`config.mk`:
```
export PLATFORM = sky130hd
export DESIGN_NAME = decade_ring_decoder
export DESIGN_NICKNAME = d
export VERILOG_FILES = /design/src/rtl/decade_pkg.sv /design/src/rtl/dec_count_qualify.sv /design/src/rtl/dec_johnson_ring.sv /design/src/rtl/dec_johnson_decode.sv /design/src/rtl/decade_ring_decoder.sv
export SDC_FILE = /design/constraint.sdc
export NUM_CORES = 1
export LEC_CHECK = 0
export BUFFER_PORTS_ARGS = -buffer_cell sky130_fd_sc_hd__buf_2
export CAP_MARGIN = 20
export CORE_MARGIN = 1
export CORE_UTILIZATION = 37
export DETAILED_ROUTE_END_ITERATION = 8
export GPL_ROUTABILITY_DRIVEN = 1
export PLACE_DENSITY = 0.68
export SYNTH_ARGS = -nofsm -noshare
export SYNTH_HDL_FRONTEND = slang
export SYNTH_SLANG_ARGS = --single-unit
```
`constraint.sdc`:
```
create_clock -name clk -period 1 [get_ports clk]
set_input_delay 0.2 -clock clk [delete_from_list [all_inputs] [get_ports clk]]
set_output_delay 0.2 -clock clk [all_outputs]
set_load 0.1 [all_outputs]
```
`src/rtl/decade_pkg.sv`:
```
package decade_pkg;
  localparam int unsigned STAGES     = 5;
  localparam int unsigned SYNC_DEPTH = 2;
  localparam int unsigned FIX_STAGE  = 2;

  // True when q is one of the 2*STAGES twisted-ring codes.
  function automatic logic ring_is_legal(input logic [STAGES-1:0] q);
    logic hit;
    hit = 1'b0;
    for (int k = 0; k <= int'(STAGES); k++)
      if (q == STAGES'((1 << k) - 1)) hit = 1'b1;
    for (int k = 1; k < int'(STAGES); k++)
      if (q == ~STAGES'((1 << k) - 1)) hit = 1'b1;
    return hit;
  endfunction
endpackage

```
`src/rtl/dec_count_qualify.sv`:
```
module dec_count_qualify #(
  parameter int unsigned SYNC_DEPTH = 2
) (
  input  logic clk,
  input  logic rst,
  input  logic rise_in,
  input  logic fall_in,
  output logic step_o
);
  logic [SYNC_DEPTH-1:0] rise_sh, fall_sh;
  logic rise_s, fall_s, rise_prev, fall_prev;

  always_ff @(posedge clk or posedge rst) begin
    if (rst) begin
      rise_sh   <= '0;
      fall_sh   <= '0;
      rise_prev <= 1'b0;
      fall_prev <= 1'b0;
    end else begin
      rise_sh   <= {rise_sh[SYNC_DEPTH-2:0], rise_in};
      fall_sh   <= {fall_sh[SYNC_DEPTH-2:0], fall_in};
      rise_prev <= rise_s;
      fall_prev <= fall_s;
    end
  end

  assign rise_s = rise_sh[SYNC_DEPTH-1];
  assign fall_s = fall_sh[SYNC_DEPTH-1];

  // Each input is gated by the level of the other; an OR merges
  // coincident qualifying edges into a single step.
  always_comb begin
    step_o = (rise_s & ~rise_prev & ~fall_s) |
             (fall_prev & ~fall_s & rise_s);
  end

  a_r2_rise_counts: assert property (@(posedge clk) disable iff (rst)
    $rose(rise_s) && !fall_s |-> step_o);
  a_r3_fall_counts: assert property (@(posedge clk) disable iff (rst)
    $fell(fall_s) && rise_s |-> step_o);
  a_r4_quiet_holds: assert property (@(posedge clk) disable iff (rst)
    !$rose(rise_s) && !$fell(fall_s) |-> !step_o);
  a_r4_blocked_rise: assert property (@(posedge clk) disable iff (rst)
    $rose(rise_s) && fall_s && !$fell(fall_s) |-> !step_o);
endmodule

```
`src/rtl/dec_johnson_ring.sv`:
```
module dec_johnson_ring #(
  parameter int unsigned STAGES    = 5,
  parameter int unsigned FIX_STAGE = 2
) (
  input  logic              clk,
  input  logic              rst,
  input  logic              step_i,
  input  logic              load_i,
  input  logic [STAGES-1:0] load_val_i,
  output logic [STAGES-1:0] q_o
);
  logic [STAGES-1:0] q, nxt;

  // Plain twisted shift, except one interior stage only accepts a one
  // when a neighbour agrees, which kills isolated ones.
  always_comb begin
    nxt = {q[STAGES-2:0], ~q[STAGES-1]};
    nxt[FIX_STAGE] = q[FIX_STAGE-1] & (q[FIX_STAGE-2] | q[FIX_STAGE]);
  end

  always_ff @(posedge clk or posedge rst) begin
    if (rst)         q <= '0;
    else if (load_i) q <= load_val_i;
    else if (step_i) q <= nxt;
  end

  assign q_o = q;

  a_r4_ring_stable: assert property (@(posedge clk) disable iff (rst)
    !step_i && !load_i |=> $stable(q));
  a_r11_preload: assert property (@(posedge clk) disable iff (rst)
    load_i |=> q == $past(load_val_i));
  a_r12_stays_legal: assert property (@(posedge clk) disable iff (rst)
    step_i && !load_i && decade_pkg::ring_is_legal(q) |=> decade_pkg::ring_is_legal(q));
endmodule

```
`src/rtl/dec_johnson_decode.sv`:
```
module dec_johnson_decode #(
  parameter int unsigned STAGES = 5,
  localparam int unsigned STATES = 2 * STAGES
) (
  input  logic [STAGES-1:0] q_i,
  output logic [STATES-1:0] dec_o,
  output logic              carry_n_o
);
  // Each state is found from two adjacent ring bits.
  for (genvar k = 0; k < STATES; k++) begin : g_dec
    if (k == 0) begin : g_zero
      assign dec_o[k] = ~q_i[STAGES-1] & ~q_i[0];
    end else if (k < STAGES) begin : g_fill
      assign dec_o[k] = q_i[k-1] & ~q_i[k];
    end else if (k == STAGES) begin : g_full
      assign dec_o[k] = q_i[STAGES-1] & q_i[0];
    end else begin : g_drain
      assign dec_o[k] = ~q_i[k-STAGES-1] & q_i[k-STAGES];
    end
  end

  assign carry_n_o = ~q_i[STAGES-1];
endmodule

```
`src/rtl/decade_ring_decoder.sv`:
```
module decade_ring_decoder #(
  parameter int unsigned STAGES     = decade_pkg::STAGES,
  parameter int unsigned SYNC_DEPTH = decade_pkg::SYNC_DEPTH,
  parameter int unsigned FIX_STAGE  = decade_pkg::FIX_STAGE,
  localparam int unsigned STATES    = 2 * STAGES
) (
  input  logic              clk,
  input  logic              rst,
  input  logic              count_rise_i,
  input  logic              count_fall_i,
  input  logic              preload_en_i,
  input  logic [STAGES-1:0] preload_val_i,
  output logic [STATES-1:0] dec_o,
  output logic              carry_n_o,
  output logic [STAGES-1:0] ring_o
);
  logic step;

  dec_count_qualify #(.SYNC_DEPTH(SYNC_DEPTH)) u_qual (
    .clk(clk), .rst(rst), .rise_in(count_rise_i), .fall_in(count_fall_i),
    .step_o(step)
  );

  dec_johnson_ring #(.STAGES(STAGES), .FIX_STAGE(FIX_STAGE)) u_ring (
    .clk(clk), .rst(rst), .step_i(step), .load_i(preload_en_i),
    .load_val_i(preload_val_i), .q_o(ring_o)
  );

  dec_johnson_decode #(.STAGES(STAGES)) u_dec (
    .q_i(ring_o), .dec_o(dec_o), .carry_n_o(carry_n_o)
  );

  a_r5_onehot: assert property (@(posedge clk) disable iff (rst)
    decade_pkg::ring_is_legal(ring_o) |-> $onehot(dec_o));
  a_r6_carry_half: assert property (@(posedge clk) disable iff (rst)
    decade_pkg::ring_is_legal(ring_o) |-> carry_n_o == !(|dec_o[STATES-1:STAGES]));
  a_r7_carry_wrap: assert property (@(posedge clk) disable iff (rst)
    $rose(carry_n_o) && !$past(preload_en_i) && decade_pkg::ring_is_legal(ring_o)
      && $past(decade_pkg::ring_is_legal(ring_o)) |-> $past(dec_o[STATES-1]) && dec_o[0]);
endmodule

```
==> results of run 1 <==
[stage by stage]
step | hold WS [ns] | TNS [ns] | std cells | setup slack (ns) | cell area, um^2
detailed placement | 0.214 | -0.907 | 95 | -0.132 | 1010
CTS | 0.0287 | -5.66 | 103 | -0.389 | 1120
global placement | 0.193 | -0.679 | 95 | -0.106 | 1010
floorplan | 0.0525 | -6.48 | 48 | -1.07 | 568
[cell usage after synthesis]
master,count,area [um^2]
nor3_1,1,5.00
o21ai_0,3,15.0
and2_1,1,6.26
nand3_1,3,15.0
dfrtp_1,11,275
nor2b_1,7,43.8
o21ai_1,1,5.00
nor2b_4,1,13.8
a31oi_1,4,25.0
and2b_1,1,7.51
inv_1,3,11.3
nor2_1,5,18.8
o31ai_1,2,15.0
a21oi_1,1,5.00
nand2b_1,2,12.5
nand2_1,2,7.51
[kinds of logic after synthesis]
| group | synth area share |
|---|---|
| AO/OA/AOI/OAI | 0.135 |
| flip-flops | 0.571 |
| buffers and inverters | 0.0234 |
| AND/OR/NAND/NOR | 0.270 |
[what timing repair did]
action | CTS
hold buffers | 1
endpoints found under the hold margin | 11
endpoints found under the setup margin | 21
pin swaps | 2
buffers inserted | 3
gates resized for setup | 13
==> results.toml, run 1 <==
[synthesis]
synth_cell_types = 16
synth_warnings = 0
ys_seq_area_frac = 0.571
syn-cell-area_um2 = 482
ys_ff_latch = 11
avgSynthCellArea_um2 = 10.0
synth_cells = 48
syn_nets = 58

[place]
port_buffers = 25
post-dp-hpwl_um = 1090
place_congestion = 0.853

[sta]
worst-ep-kind = "top-level output"
grt-worst-endpoint = "carry_n_o"

[clock_tree]
htree_num_levels = 1
cts_root_buf = "clkbuf_4"
numCtsBuffers = 3
cts_buffer_depth = 2
clock-sinks = 11

[die]
boundaryPins = 26
fp.dieW_um = 38.1
die_y_um = 38.1
rows = 12
initial_core_util = 0.417

[status]
error = "[ERROR DPL-0038] Utilization greater than 100%, impossible to legalize"
haltStage = "5_1_grt"
run_status = "aborted with a tool error"

[grt]
grt_max_degree = 12
==> inputs of run 2 (changes only) <==
CORE_AREA = 2 2 63 65   (was default)
CORE_MARGIN = default   (was 1)
CORE_UTILIZATION = default   (was 37)
DIE_AREA = 0 0 65 67   (was default)
PLACE_DENSITY = default   (was 0.68)
PLACE_DENSITY_LB_ADDON = 0.15   (was default)
clock period = 1.3 ns   (was 1 ns; I/O delays follow)
==> run 2 against run 1 <==
Net effect: the flow now finishes, with violations (setup timing); synthesized cell count unchanged; area after synthesis unchanged.
==> results.toml, run 2 <==
[status]
run_status = "complete, but fails checks"
violations = "setup timing"

[grt]
grt_pass1_vias = 561
grt_use_met1 = 0.0717
grt_pass1_wl_um = 2460
grt_use_met2 = 0.140
antenna_found_initial = 0
grt.busiest_layer = "met2"
grt_max_degree = 12
grt.overflow.total = 0
grt.total_usage = 0.0756
gr-usage-met3 = 0.0236

[sta]
setup_viol = 13
fmax_ghz = 0.713
period_needed_ns = 1.40
drv_slew = 0
slew_headroom = 0.704
final.setup_skew_ns = 0.00277
finalCritPeriodShare = 1.08
worst_slack_ns = -0.103
finalHoldViolCount = 0
worst_slew_pin_slew_ns = 0.444
tns_ns = -0.722
rsz0062_at_grt = "yes"

[die]
boundaryPins = 26
fp.dieW_um = 65
dieArea_um2 = 4360
die_y_um = 67
rows = 22
initial_core_util = 0.134
core_area_um2 = 3610

[detailed_routing]
via_count = 496
drt_pass1_iterations = 4
wirelength_um = 1440
viasPerCell = 3.70
drt_iter0_markers = 12
postRouteAntennaNets = 0
drc = 0
wire_per_inst_um = 10.7

[clock_tree]
htree_num_levels = 1
cts_buffer_depth = 2
numCtsBuffers = 3
hold_buffers = 0
clk_latency_ns = 0.23
cts.reportedPaths.clkPinSlew_ns = 0.05
clock-sinks = 11
cts_tree = "yes"
cts_root_buf = "clkbuf_8"

[synthesis]
synth_top_area_share = 0.571
avgSynthCellArea_um2 = 10.0
syn-cell-area_um2 = 482
yosys-top-cells-count = "dfrtp_1, nor2b_1, nor2_1"
ys_seq_area_frac = 0.571
synth_warnings = 0
synth_top_flop_cell = "dfrtp_1"
syn_nets = 58
async_reset_ff_frac = 1.00
yosysMostFrequentCell = "dfrtp_1"
yosysTopAreaCell = "dfrtp_1"
synth_edf_count = 0
synth_cells = 48
synth_area_leaders = "dfrtp_1, nor2b_1, a31oi_1, nor2_1, nand3_1"
synth_cell_types = 16
ys_ff_latch = 11

[worst_hold_path]
hold_path_class = "primary input to asynchronous set/reset pin"

[worst_setup_path]
cp-start-kind = "register"
reg2reg_to = "u_ring.q_o[0]"
crit_type = "register to primary output"
cp_num_buf_inv = 3
r2r_cells = 4
arrival_ns = 1.14
crit_chain = "clkinvlp_4, buf_6, buf_12"
setup.worst_path.end_class = "primary output"
cp_slowest_cell = "dfrtp_4"
r2r_slack_ns = 0.08
cp.required_ns = 1.04
path_max_fanout = 6
cpPeakStageDelay_ns = 0.52
critPathTopFamily = "flip-flops"
r2r_start = "u_ring.q_o[4]"

[power_and_ir_drop]
p_comb_frac = 0.512
sw_frac_of_total = 0.426
power_density_nw_per_um2 = 1420
clkPwrFrac = 0.212
switching_power_mw = 0.674
power_frac_seq = 0.275
intPower_mw = 0.907
leakage_nw = 0.488
max-vdd-ir-drop_mv = 0.570

[final_layout]
area_growth_pct = 131
mostFrequentLayoutCells = "buf_12, buf_2, nor2b_4"
fillCellCount = 377
final_common_cell = "buf_12"
largest_reg_flops = 5
antenna_cells = 0
design_area_um2 = 1110
post_route_cells_drive_above_1_share = 0.628
final_core_util = 0.309
fin_cells = 134
layout.nets = 97

[place]
post-dp-hpwl_um = 1120
port_buffers = 25
dp.cells = 121
place_congestion = 0.706
place_area_um2 = 993

[job]
max_cap_viol_count = 0
## run 2: worst max-delay path by stage
| stage | start | end | slack (ns) | cells after the start |
|---|---|---|---|---|
| 3_5_place_dp | u_ring.q_o[4] | dec_o[9] | 0.07 | 3 |
| 6_report | u_ring.q_o[4] | carry_n_o | -0.10 | 3 |
| 3_3_place_gp | u_ring.q_o[4] | dec_o[9] | 0.1 | 3 |
| 4_1_cts | u_ring.q_o[4] | carry_n_o | -0.11 | 3 |
| 2_1_floorplan | u_ring.q_o[4] | dec_o[9] | -0.83 | 2 |
| 5_1_grt | u_ring.q_o[4] | dec_o[9] | -0.14 | 3 |
## run 2: timing repair
item | 4_1_cts | 5_1_grt
pin swaps | 2 | 0
gates resized for setup | 3 | 0
setup buffers | 8 | 1
setup endpoints to repair | 11 | 13
## run 2: cells by family (layout without fill, tap and decap cells)
kind of cell           after synthesis  count (layout)  share of synthesized area
AO/OA/AOI/OAI                       11              11                      0.135
flip-flops                          11              11                      0.571
buffers and inverters                3              41                     0.0234
AND/OR/NAND/NOR                     23              23                      0.270
## run 2: per-layer routing
metal	vias to the layer above	wire length [um]
li1	238	-
met1	231	577
met2	23	724
met3	4	111
met4	0	22
met5	-	0
## run 2: stage by stage
stage | hold slack (ns) | worst slack [ns] | power [mW]
after floorplan | 0.113 | -0.832 | 0.918
after global placement | 0.286 | 0.0973 | 1.21
after detailed placement | 0.295 | 0.0659 | 1.21
after CTS | 0.0395 | -0.111 | 1.60
after global routing | 0.0548 | -0.139 | 1.65
final | 0.0187 | -0.103 | 1.58
## run 2: power by group through the flow
stage,logic (mW),clock network (mW),registers (mW)
after floorplan,0.368,0,0.550
final,0.810,0.336,0.435
after global routing,0.837,0.374,0.441
after detailed placement,0.759,0,0.450
after global placement,0.758,0,0.449
after CTS,0.812,0.356,0.437
## run 2: area by class of cell
cell class | count | area (um^2) | share of cell area
clock buffers | 4 | 45.0 | 0.0404
multi-input cells | 34 | 260 | 0.233
inverters | 3 | 15.0 | 0.0135
repair buffers | 34 | 440 | 0.395
well taps | 48 | 60.1 | 0.0539
flip-flops and latches | 11 | 294 | 0.264
## run 2: worst reg2reg max path: stages, from the launching register on
cell	delay (ns)
dfrtp_4	0.47
clkinvlp_4	0.14
buf_4	0.15
nor3_1	0.24
o31ai_1	0.10
Power figures use the tool's default switching activity.
==> inputs of run 3 (changes only) <==
ABC_AREA = 1   (was default)
CTS_CLUSTER_DIAMETER = 100   (was default)
==> run 3 against run 2 <==
Net effect: the run still ends with setup timing left; clock power decreased by 2%; power increased by 16%; clock skew decreased by 0.00052 ns; fmax increased by 0.16%; count of clock-buffer cells in the layout unchanged; critical path type unchanged.
==> results.toml, run 3 <==
[final_layout]
layout.nets = 107
largest_reg_flops = 5
mostFrequentLayoutCells = "nand2_1, buf_12, buf_2"
fin_cells = 144
final_core_util = 0.311
post_route_cells_drive_above_1_share = 0.594
final_common_cell = "nand2_1"
antenna_cells = 0
design_area_um2 = 1120
area_growth_pct = 121

[job]
max_cap_viol_count = 0

[sta]
final.setup_skew_ns = 0.00224
setup_viol = 15
drv_slew = 0
rsz0062_at_grt = "yes"
slew_headroom = 0.737
worst_slew_pin_slew_ns = 0.394
worst_slack_ns = -0.101
period_needed_ns = 1.40
fmax_ghz = 0.714
finalHoldViolCount = 0
finalCritPeriodShare = 1.08

[clock_tree]
clk_latency_ns = 0.23
htree_num_levels = 1
clock-sinks = 11
hold_buffers = 0
cts_root_buf = "clkbuf_8"
cts_tree = "yes"
numCtsBuffers = 3
cts_buffer_depth = 2
cts.reportedPaths.clkPinSlew_ns = 0.05

[worst_setup_path]
cp_num_buf_inv = 2
r2r_cells = 4
crit_type = "register to primary output"
critPathTopFamily = "flip-flops"
r2r_slack_ns = 0.29
crit_chain = "clkinvlp_4, nor2_4, buf_12"
cp-start-kind = "register"
cpPeakStageDelay_ns = 0.47
arrival_ns = 1.14
setup.worst_path.end_class = "primary output"
path_max_fanout = 5
cp.required_ns = 1.04
reg2reg_to = "u_ring.q_o[0]"
r2r_start = "u_ring.q_o[4]"
cp_slowest_cell = "dfrtp_4"

[synthesis]
ys_seq_area_frac = 0.542
syn_nets = 74
yosys-top-cells-count = "nand2_1, dfrtp_1, nor2_1"
synth_cells = 64
syn-cell-area_um2 = 508
synth_cell_types = 12
synth_edf_count = 0
avgSynthCellArea_um2 = 7.94
synth_top_flop_cell = "dfrtp_1"
async_reset_ff_frac = 1.00
synth_area_leaders = "dfrtp_1, nand2_1, nor2_1, inv_1, nand3_1"
synth_warnings = 0
synth_top_area_share = 0.542
ys_ff_latch = 11
yosysTopAreaCell = "dfrtp_1"
yosysMostFrequentCell = "nand2_1"

[power_and_ir_drop]
p_comb_frac = 0.567
switching_power_mw = 0.861
max-vdd-ir-drop_mv = 0.604
sw_frac_of_total = 0.470
p_total_mw = 1.83
intPower_mw = 0.970
power_frac_seq = 0.253
leakage_nw = 0.497
clkPwrFrac = 0.180
power_density_nw_per_um2 = 1630

[grt]
grt.total_usage = 0.0731
grt_max_degree = 12
antenna_found_initial = 0
grt_pass1_vias = 505
grt_pass1_wl_um = 2370
grt.overflow.total = 0

[die]
initial_core_util = 0.141
dieArea_um2 = 4360
die_y_um = 67
fp.dieW_um = 65
rows = 22
boundaryPins = 26
core_area_um2 = 3610

[detailed_routing]
drt_pass1_iterations = 4
wire_per_inst_um = 9.35
drc = 0
drt_iter0_markers = 10
wirelength_um = 1350
viasPerCell = 3.44
postRouteAntennaNets = 0
via_count = 495

[status]
violations = "setup timing"
run_status = "complete, but fails checks"

[place]
place_congestion = 0.695
port_buffers = 25
post-dp-hpwl_um = 1090
dp.cells = 136
place_area_um2 = 1020

[worst_hold_path]
hold_path_class = "primary input to asynchronous set/reset pin"
[run 3: changes by cell type after synthesis, moves of 2 or more]
cell      delta
nand2_1     +18
nor2b_1      -7
nor2_1       +4
a31oi_1      -4
inv_2        +3
nand3_1      +2
nor2_2       +2
inv_1        +4
nand2b_1     -2
o31ai_1      -2
[run 3: layer usage]
| layer | part of all wire | global-route usage |
|---|---|---|
| met3 | 0.063 | 0.0220 |
| met5 | 0 | 0 |
| met4 | 0.0089 | 0.0479 |
| met1 | 0.45 | 0.0891 |
| met2 | 0.48 | 0.111 |
[run 3: metrics by stage]
stage,TNS [ns],hold slack [ns],setup WS [ns]
final,-0.749,0.000141,-0.101
after global routing,-1.35,0.0351,-0.157
after CTS,-0.928,0.0140,-0.118
after detailed placement,0,0.268,0.0826
after global placement,0,0.262,0.0966
after floorplan,-2.94,0.113,-0.831
[run 3: worst register-to-register path: cells and delay by family (launching register included)]
family / cells / cell delay (ns)
AOI/OAI and AO/OA: 1 / 0.14
and+or+nand+nor: 2 / 0.12
buffers and inverters: 1 / 0.17
DFF: 1 / 0.52
[run 3: power groups by stage]
stage / Sequential, mW / Clock, mW / Combinational, mW
after floorplan: 0.610 / 0 / 0.494
after global placement: 0.475 / 0 / 0.996
after detailed placement: 0.476 / 0 / 0.995
after CTS: 0.463 / 0.348 / 1.03
after global routing: 0.471 / 0.373 / 1.08
final: 0.463 / 0.329 / 1.04
[run 3: cell type report]
class                      count  area (um^2)
sequential                    11          294
clock buffer                   4         45.0
timing repair buffer          29          415
multi-input combinational     42          249
inverter                      10         57.6
tap                           48         60.1
fill                         389         2480
[run 3: worst max path at each step]
stage	endpoint	slack, ns	from	depth (start not counted)
after floorplan	dec_o[9]	-0.83	u_ring.q_o[4]	2
after global placement	dec_o[9]	0.1	u_ring.q_o[4]	3
after detailed placement	dec_o[9]	0.08	u_ring.q_o[4]	3
after CTS	dec_o[9]	-0.12	u_ring.q_o[4]	3
after global routing	dec_o[9]	-0.16	u_ring.q_o[4]	3
final	dec_o[9]	-0.10	u_ring.q_o[4]	3
[run 3: cells by family after synthesis]
group,count (synthesis),share of synthesized area
AO/OA/AOI/OAI,4,0.0394
buffers and inverters,11,0.0961
flip-flops,11,0.542
AND/OR/NAND/NOR,38,0.323
[run 3: timing repair]
action / in CTS / in global routing
gates resized for setup: 3 / 1
endpoints found under the setup margin: 11 / 14
setup buffers: 3 / 1
pin swaps: 2 / 2
